### config.mk
export PLATFORM = sky130hd
export DESIGN_NAME = sdram_cmd_timer
export DESIGN_NICKNAME = d
export VERILOG_FILES = /design/src/rtl/sdram_tmr_pkg.sv /design/src/rtl/sdram_cfg_decode.sv /design/src/rtl/sdram_hold_cnt.sv /design/src/rtl/sdram_bank_track.sv /design/src/rtl/sdram_cmd_timer.sv
export SDC_FILE = /design/constraint.sdc
export NUM_CORES = 1
export LEC_CHECK = 0
export BUFFER_PORTS_ARGS = -buffer_cell sky130_fd_sc_hd__buf_4
export CORE_MARGIN = 2
export CORE_UTILIZATION = 35
export CTS_CLUSTER_DIAMETER = 80
export CTS_CLUSTER_SIZE = 30
export DETAILED_ROUTE_END_ITERATION = 8
export PLACE_DENSITY_LB_ADDON = 0.05
export SYNTH_ARGS = -nofsm -noshare
export SYNTH_HDL_FRONTEND = slang
export SYNTH_SLANG_ARGS = --single-unit
export TNS_END_PERCENT = 100
### constraint.sdc
create_clock -name clk_i -period 4.79 [get_ports clk_i]
set_input_delay 0.958 -clock clk_i [delete_from_list [all_inputs] [get_ports clk_i]]
set_output_delay 0.958 -clock clk_i [all_outputs]
set_load 0.005 [all_outputs]
### src/rtl/sdram_tmr_pkg.sv
package sdram_tmr_pkg;
  localparam int HOLD_W   = 4;
  localparam int TCFG_W   = 7;
  localparam int CODE_W   = 2;
  localparam int F_RCD    = 0;
  localparam int F_WREC   = 2;
  localparam int F_RBUSY  = 4;
  localparam int F_PAGE   = 6;

  typedef enum logic [2:0] {
    CMD_NOP = 3'd0,
    CMD_ACT = 3'd1,
    CMD_RD  = 3'd2,
    CMD_WR  = 3'd3,
    CMD_PRE = 3'd4,
    CMD_REF = 3'd5
  } sdram_cmd_e;

  typedef struct packed {
    logic [HOLD_W-1:0] rcd;
    logic [HOLD_W-1:0] wr;
    logic [HOLD_W-1:0] ras;
    logic [HOLD_W-1:0] rp;
    logic              page_open;
    logic              bad_wr;
  } tmr_cfg_t;
endpackage

### src/rtl/sdram_cfg_decode.sv
module sdram_cfg_decode
  import sdram_tmr_pkg::*;
(
  input  logic [TCFG_W-1:0] tcfg_i,
  input  logic [CODE_W-1:0] trp_i,
  input  logic              bus_w32_i,
  output tmr_cfg_t          cfg_o
);
  logic [CODE_W-1:0] wr_code;
  assign wr_code = tcfg_i[F_WREC +: CODE_W];

  assign cfg_o.rcd       = HOLD_W'(tcfg_i[F_RCD +: CODE_W]) + HOLD_W'(1);
  assign cfg_o.bad_wr    = &wr_code;
  // reserved code clamps to the longest legal recovery
  assign cfg_o.wr        = cfg_o.bad_wr ? HOLD_W'(3) : HOLD_W'(wr_code) + HOLD_W'(1);
  assign cfg_o.ras       = HOLD_W'(tcfg_i[F_RBUSY +: CODE_W]) + HOLD_W'(2);
  assign cfg_o.rp        = HOLD_W'(trp_i) + HOLD_W'(1);
  assign cfg_o.page_open = tcfg_i[F_PAGE] & bus_w32_i;
endmodule

### src/rtl/sdram_hold_cnt.sv
module sdram_hold_cnt #(
  parameter int W = 4
) (
  input  logic         clk_i,
  input  logic         rst_ni,
  input  logic         load_i,
  input  logic [W-1:0] val_i,
  output logic         idle_o
);
  logic [W-1:0] cnt_q, cnt_dec;

  assign cnt_dec = (cnt_q == '0) ? '0 : cnt_q - W'(1);
  assign idle_o  = (cnt_q == '0);

  // a new load never shortens a pending hold
  always_ff @(posedge clk_i or negedge rst_ni) begin
    if (!rst_ni)                      cnt_q <= '0;
    else if (load_i && val_i > cnt_dec) cnt_q <= val_i;
    else                              cnt_q <= cnt_dec;
  end
endmodule

### src/rtl/sdram_bank_track.sv
module sdram_bank_track #(
  parameter int NB    = 4,
  parameter int ROW_W = 12,
  parameter int BW    = 2
) (
  input  logic             clk_i,
  input  logic             rst_ni,
  input  logic             act_i,
  input  logic             close_i,
  input  logic [BW-1:0]    bank_i,
  input  logic [ROW_W-1:0] row_i,
  input  logic [BW-1:0]    lk_bank_i,
  input  logic [ROW_W-1:0] lk_row_i,
  output logic [NB-1:0]    open_o,
  output logic             hit_o
);
  logic [NB-1:0]    open_q;
  logic [ROW_W-1:0] row_q [NB];

  always_ff @(posedge clk_i or negedge rst_ni) begin
    if (!rst_ni) begin
      open_q <= '0;
      for (int b = 0; b < NB; b++) row_q[b] <= '0;
    end else begin
      for (int b = 0; b < NB; b++) begin
        if (bank_i == BW'(b)) begin
          if (act_i) begin
            open_q[b] <= 1'b1;
            row_q[b]  <= row_i;
          end else if (close_i) begin
            open_q[b] <= 1'b0;
          end
        end
      end
    end
  end

  assign open_o = open_q;
  assign hit_o  = open_q[lk_bank_i] && (row_q[lk_bank_i] == lk_row_i);
endmodule

### src/rtl/sdram_cmd_timer.sv
module sdram_cmd_timer
  import sdram_tmr_pkg::*;
#(
  parameter int NUM_BANKS = 4,
  parameter int ROW_W     = 12,
  parameter int COL_W     = 8,
  localparam int BANK_W   = (NUM_BANKS > 1) ? $clog2(NUM_BANKS) : 1
) (
  input  logic              clk_i,
  input  logic              rst_ni,
  input  logic              req_valid_i,
  input  logic [1:0]        req_kind_i,
  input  logic [BANK_W-1:0] req_bank_i,
  input  logic [ROW_W-1:0]  req_row_i,
  input  logic [COL_W-1:0]  req_col_i,
  input  logic [TCFG_W-1:0] tcfg_i,
  input  logic [CODE_W-1:0] trp_i,
  input  logic              bus_w32_i,
  output logic              req_ready_o,
  output logic [2:0]        cmd_o,
  output logic [BANK_W-1:0] cmd_bank_o,
  output logic [ROW_W-1:0]  cmd_addr_o,
  output logic              cmd_ap_o,
  output logic              cfg_err_o
);
  localparam int NEV = 4;

  tmr_cfg_t          cfg;
  sdram_cmd_e        cmd;
  logic [BANK_W-1:0] cmd_bank, first_open;
  logic [ROW_W-1:0]  cmd_addr;
  logic              ready, is_ref, is_wr, cmd_ap;
  logic [NUM_BANKS-1:0] open_vec;
  logic              row_hit;
  logic              act_idle, rcd_idle, pre_idle;
  logic              act_load;
  logic [HOLD_W-1:0] act_val;

  sdram_cfg_decode u_dec (
    .tcfg_i    (tcfg_i),
    .trp_i     (trp_i),
    .bus_w32_i (bus_w32_i),
    .cfg_o     (cfg)
  );

  assign is_ref = req_kind_i[1];
  assign is_wr  = req_kind_i[0];

  always_comb begin
    first_open = '0;
    for (int i = NUM_BANKS - 1; i >= 0; i--)
      if (open_vec[i]) first_open = BANK_W'(i);
  end

  // command picker: one legal command per cycle, NOP otherwise
  always_comb begin
    cmd      = CMD_NOP;
    cmd_bank = req_bank_i;
    cmd_addr = req_row_i;
    ready    = 1'b0;
    if (req_valid_i) begin
      if (is_ref) begin
        if (|open_vec) begin
          cmd_bank = first_open;
          if (pre_idle) cmd = CMD_PRE;
        end else if (act_idle) begin
          cmd   = CMD_REF;
          ready = 1'b1;
        end
      end else if (open_vec[req_bank_i]) begin
        if (row_hit) begin
          cmd_addr = ROW_W'(req_col_i);
          if (rcd_idle) begin
            cmd   = is_wr ? CMD_WR : CMD_RD;
            ready = 1'b1;
          end
        end else if (pre_idle) begin
          cmd = CMD_PRE;
        end
      end else if (act_idle) begin
        cmd = CMD_ACT;
      end
    end
  end

  assign cmd_ap = (cmd == CMD_RD || cmd == CMD_WR) && !cfg.page_open;

  always_comb begin
    act_load = 1'b0;
    act_val  = '0;
    unique case (cmd)
      CMD_PRE: begin act_load = 1'b1;   act_val = cfg.rp - HOLD_W'(1); end
      CMD_RD:  begin act_load = cmd_ap; act_val = cfg.rp - HOLD_W'(1); end
      CMD_WR:  begin act_load = 1'b1;   act_val = cfg.rp + cfg.wr - HOLD_W'(1); end
      CMD_REF: begin act_load = 1'b1;   act_val = cfg.rp + cfg.ras - HOLD_W'(1); end
      default: ;
    endcase
  end

  sdram_hold_cnt #(.W(HOLD_W)) u_act_hold (
    .clk_i, .rst_ni,
    .load_i (act_load),
    .val_i  (act_val),
    .idle_o (act_idle)
  );

  sdram_hold_cnt #(.W(HOLD_W)) u_rcd_hold (
    .clk_i, .rst_ni,
    .load_i (cmd == CMD_ACT),
    .val_i  (cfg.rcd - HOLD_W'(1)),
    .idle_o (rcd_idle)
  );

  sdram_hold_cnt #(.W(HOLD_W)) u_pre_hold (
    .clk_i, .rst_ni,
    .load_i (cmd == CMD_WR),
    .val_i  (cfg.wr - HOLD_W'(1)),
    .idle_o (pre_idle)
  );

  sdram_bank_track #(.NB(NUM_BANKS), .ROW_W(ROW_W), .BW(BANK_W)) u_banks (
    .clk_i, .rst_ni,
    .act_i     (cmd == CMD_ACT),
    .close_i   (cmd == CMD_PRE || cmd_ap),
    .bank_i    (cmd_bank),
    .row_i     (req_row_i),
    .lk_bank_i (req_bank_i),
    .lk_row_i  (req_row_i),
    .open_o    (open_vec),
    .hit_o     (row_hit)
  );

  assign req_ready_o = ready;
  assign cmd_o       = cmd;
  assign cmd_bank_o  = cmd_bank;
  assign cmd_addr_o  = cmd_addr;
  assign cmd_ap_o    = cmd_ap;
  assign cfg_err_o   = cfg.bad_wr;

  // cycles since the last command of each class, saturating
  logic [NEV-1:0]    ev;
  logic [HOLD_W-1:0] since_q [NEV];
  assign ev = {cmd == CMD_REF, cmd == CMD_WR, (cmd == CMD_PRE) || cmd_ap, cmd == CMD_ACT};

  for (genvar e = 0; e < NEV; e++) begin : g_since
    always_ff @(posedge clk_i or negedge rst_ni) begin
      if (!rst_ni)               since_q[e] <= '1;
      else if (ev[e])            since_q[e] <= HOLD_W'(1);
      else if (since_q[e] != '1) since_q[e] <= since_q[e] + HOLD_W'(1);
    end
  end

  assert_rcd_gap_R1: assert property (@(posedge clk_i) disable iff (!rst_ni)
    (cmd == CMD_RD || cmd == CMD_WR) |-> since_q[0] >= cfg.rcd);
  assert_wr_to_act_R2: assert property (@(posedge clk_i) disable iff (!rst_ni)
    (cmd == CMD_ACT) |-> since_q[2] >= cfg.rp + cfg.wr);
  assert_ref_to_act_R4: assert property (@(posedge clk_i) disable iff (!rst_ni)
    (cmd == CMD_ACT) |-> since_q[3] >= cfg.rp + cfg.ras);
  assert_pre_to_act_R5: assert property (@(posedge clk_i) disable iff (!rst_ni)
    (cmd == CMD_ACT) |-> since_q[1] >= cfg.rp);
  assert_access_open_R7: assert property (@(posedge clk_i) disable iff (!rst_ni)
    (cmd == CMD_RD || cmd == CMD_WR) |-> open_vec[cmd_bank]);
  assert_ref_closed_R10: assert property (@(posedge clk_i) disable iff (!rst_ni)
    (cmd == CMD_REF) |-> (open_vec == '0) && since_q[1] >= cfg.rp);
  assert_ready_cmd_R11: assert property (@(posedge clk_i) disable iff (!rst_ni)
    req_ready_o |-> (cmd == CMD_RD || cmd == CMD_WR || cmd == CMD_REF));
  assert_wr_to_pre_R12: assert property (@(posedge clk_i) disable iff (!rst_ni)
    (cmd == CMD_PRE) |-> since_q[2] >= cfg.wr);
endmodule

==> results.json <==
{
  "setup_viol": 0,
  "drc": 0,
  "core-area_mm2": 0.0120,
  "clock_latency_ns": 0.32,
  "leakage_nw": 2.44,
  "antenna_found_initial": 0,
  "fin_nets": 509,
  "crit_path_end_kind": "output port",
  "tightest_slew_ns": 0.834,
  "detail_route.wl_per_cell_um": 16.2,
  "async_flop_share": 1.00,
  "dr_total_vias": 3066,
  "min_period_over_period": 0.952,
  "yosysMostFrequentCell": "dfrtp_1",
  "fin_worst_skew_ns": 0.00773,
  "grt_use_total": 0.157,
  "start_kind": "input pin",
  "synth_edf_count": 0,
  "rows": 40,
  "dp_cells": 582,
  "io_pins": 57,
  "finalNonFillerCells": 598,
  "yosys_warnings": 0,
  "synth_fp_nets": 427,
  "syn_area_mm2": 0.00427,
  "final_antenna_net_count": 0,
  "numPortBuffers": 56,
  "syn2layout_area_growth_pct": 24.1,
  "synthTopCellsByCount": "64 x dfrtp_1, 48 x mux2_2, 25 x inv_1",
  "seq_area_frac_synth": 0.375,
  "register_area_mm2": 0.00160,
  "clockBufferDepth": 2,
  "grt_pass1_wl_um": 15700,
  "yosysTopAreaCellShare": 0.375,
  "hpwl_um": 7150,
  "clk_pin_slew_ns": 0.06,
  "cts_tree": "built",
  "start_util": 0.357,
  "drtIter0Drc": 85,
  "cp_data_arrival_time_ns": 3.60,
  "path_max_fanout": 13,
  "grt_max_degree": 65,
  "multiInputGateArea_mm2": 0.00248,
  "fin_setup_tns_ns": 0,
  "slew_violations": 0,
  "max_cap_violations": 0,
  "fill_cells": 1134,
  "overflow": 0,
  "synthDistinctLibCells": 54,
  "cts_made_buffers": 9,
  "rsz0062_at_grt": "no",
  "worstPathRequired_ns": 3.83,
  "dieArea_mm2": 0.0131,
  "hold_viol_final": 0,
  "place_congestion": 0.851,
  "ir_worst_vdd_mv": 0.170,
  "die_h_um": 114,
  "n_antenna_cell": 0,
  "drt_pass1_iterations": 4,
  "synth.area.top_cells": "dfrtp_1 37%, mux2_2 13%, mux4_1 7.4%",
  "max_freq_mhz": 219,
  "maxSlewHeadroom": 0.444,
  "period_minus_slack_ns": 4.56,
  "drive_gt1_frac": 0.390,
  "synthFlopType": "dfrtp_1",
  "status": "finished, final reports clean",
  "fp.dieW_um": 114,
  "cts_max_level": 3,
  "cts_root_buf": "clkbuf_16",
  "viasPerCell": 5.13,
  "synthCells": 364,
  "cts_sinks": 64,
  "grt_pass1_vias": 3063,
  "ctsHoldBuffers": 0,
  "avgSynthCellArea_um2": 11.7,
  "crit_type": "input pin to output port",
  "drt-total-wl_um": 9690,
  "ys_ff_latch": 64,
  "hold_class": "flip-flop to flip-flop",
  "p_per_area_mw_per_mm2": 475,
  "yosys.area.top_type": "dfrtp_1"
}
==> layout by cell type, fill, tap and decap left out, drive strengths merged, types with 2 or more instances in the layout <==
cell type	instances
dfrtp	64
nor2	24
o211ai	2
nor4b	5
or4	3
fa	2
nor2b	4
inv	25
nor3	8
nand2b	3
o22ai	2
a31oi	4
mux2i	7
nand2	12
o21ai	5
xnor2	16
clkinv	3
clkbuf	11
nor4	5
nor3b	6
ha	24
a31o	4
mux4	13
o21a	4
a21oi	13
nand3	10
or2	6
buf	84
xor2	2
nand4	5
o21bai	2
mux2	58
and2	6
==> per-layer routing <==
layer	track usage	up-vias	part of all wire
met5	0	-	0
met3	0.0302	7	0.036
met1	0.199	1497	0.45
li1	-	1500	-
met4	0.0528	0	0.010
met2	0.268	62	0.50
==> cell families after synthesis <==
| family | after synthesis | synth area share |
|---|---|---|
| compound gates | 41 | 0.0650 |
| mux | 78 | 0.255 |
| buf+inv | 38 | 0.0454 |
| fa+ha+maj | 26 | 0.0797 |
| other cells | 1 | 0.000878 |
| xor+xnor | 18 | 0.0369 |
| flops | 64 | 0.375 |
| simple gates | 98 | 0.143 |
==> stage by stage <==
step	utilization	setup WS [ns]	power (mW)	cell area [µm²]	hold WS [ns]
finish	0.443	0.229	2.52	5300	0.490
global route	0.443	0.0324	2.70	5300	0.507
CTS	0.443	0.00664	2.56	5300	0.490
detailed placement	0.418	-0.0573	1.89	5000	0.477
global placement	0.418	0.0347	1.87	5000	0.471
floorplan	-	0.0351	1.60	4270	0.450
==> registers in the layout (all words and copies together) (netlist names) <==
| signal | count |
|---|---|
| u_pre_hold.cnt_q | 4 |
| u_banks.open_o | 4 |
| u_act_hold.cnt_q | 4 |
| u_banks.row_q | 48 |
| u_rcd_hold.cnt_q | 4 |
==> path summary, 6_finish.rpt <==
path,from,to,slack (ns),cells after the start
worst min register to register,u_banks.row_q[38],u_banks.row_q[38],0.49,1
max in group asynchronous,rst_ni,u_banks.row_q[13],3.51,1
min in group asynchronous,rst_ni,u_banks.row_q[28],0.74,1
worst max-delay path,req_bank_i[0],cmd_addr_o[4],0.23,9
worst max register to register,u_banks.row_q[34],u_act_hold.cnt_q[1],0.84,16
worst min-delay path,u_banks.row_q[38],u_banks.row_q[38],0.49,1
==> worst max-delay path, stage by stage <==
cell and delay (ns):
buf_4 0.22, mux4_1 0.59, xnor2_1 0.20, nand4_2 0.16, or4_4 0.53, buf_4 0.17, or2_4 0.31, mux2_2 0.31
buf_4 0.14
==> final cells by class <==
class | instances | area share
clock buffers | 11 | 0.0458
clock inverters | 5 | 0.0106
inverters | 25 | 0.0177
multi-input cells | 262 | 0.468
flip-flops and latches | 64 | 0.302
well taps | 147 | 0.0347
repair buffers | 84 | 0.121
==> power by group <==
group          switching (mW)  total, mW  internal [mW]
registers               0.126      0.902          0.775
logic                   0.416      0.967          0.551
clock network           0.235      0.651          0.416
==> what timing repair did <==
action / CTS / global route
resized for setup: 0 / 1
buffers inserted: 0 / 0
endpoints found under the setup margin: 0 / 10
Power figures use the tool's default switching activity.
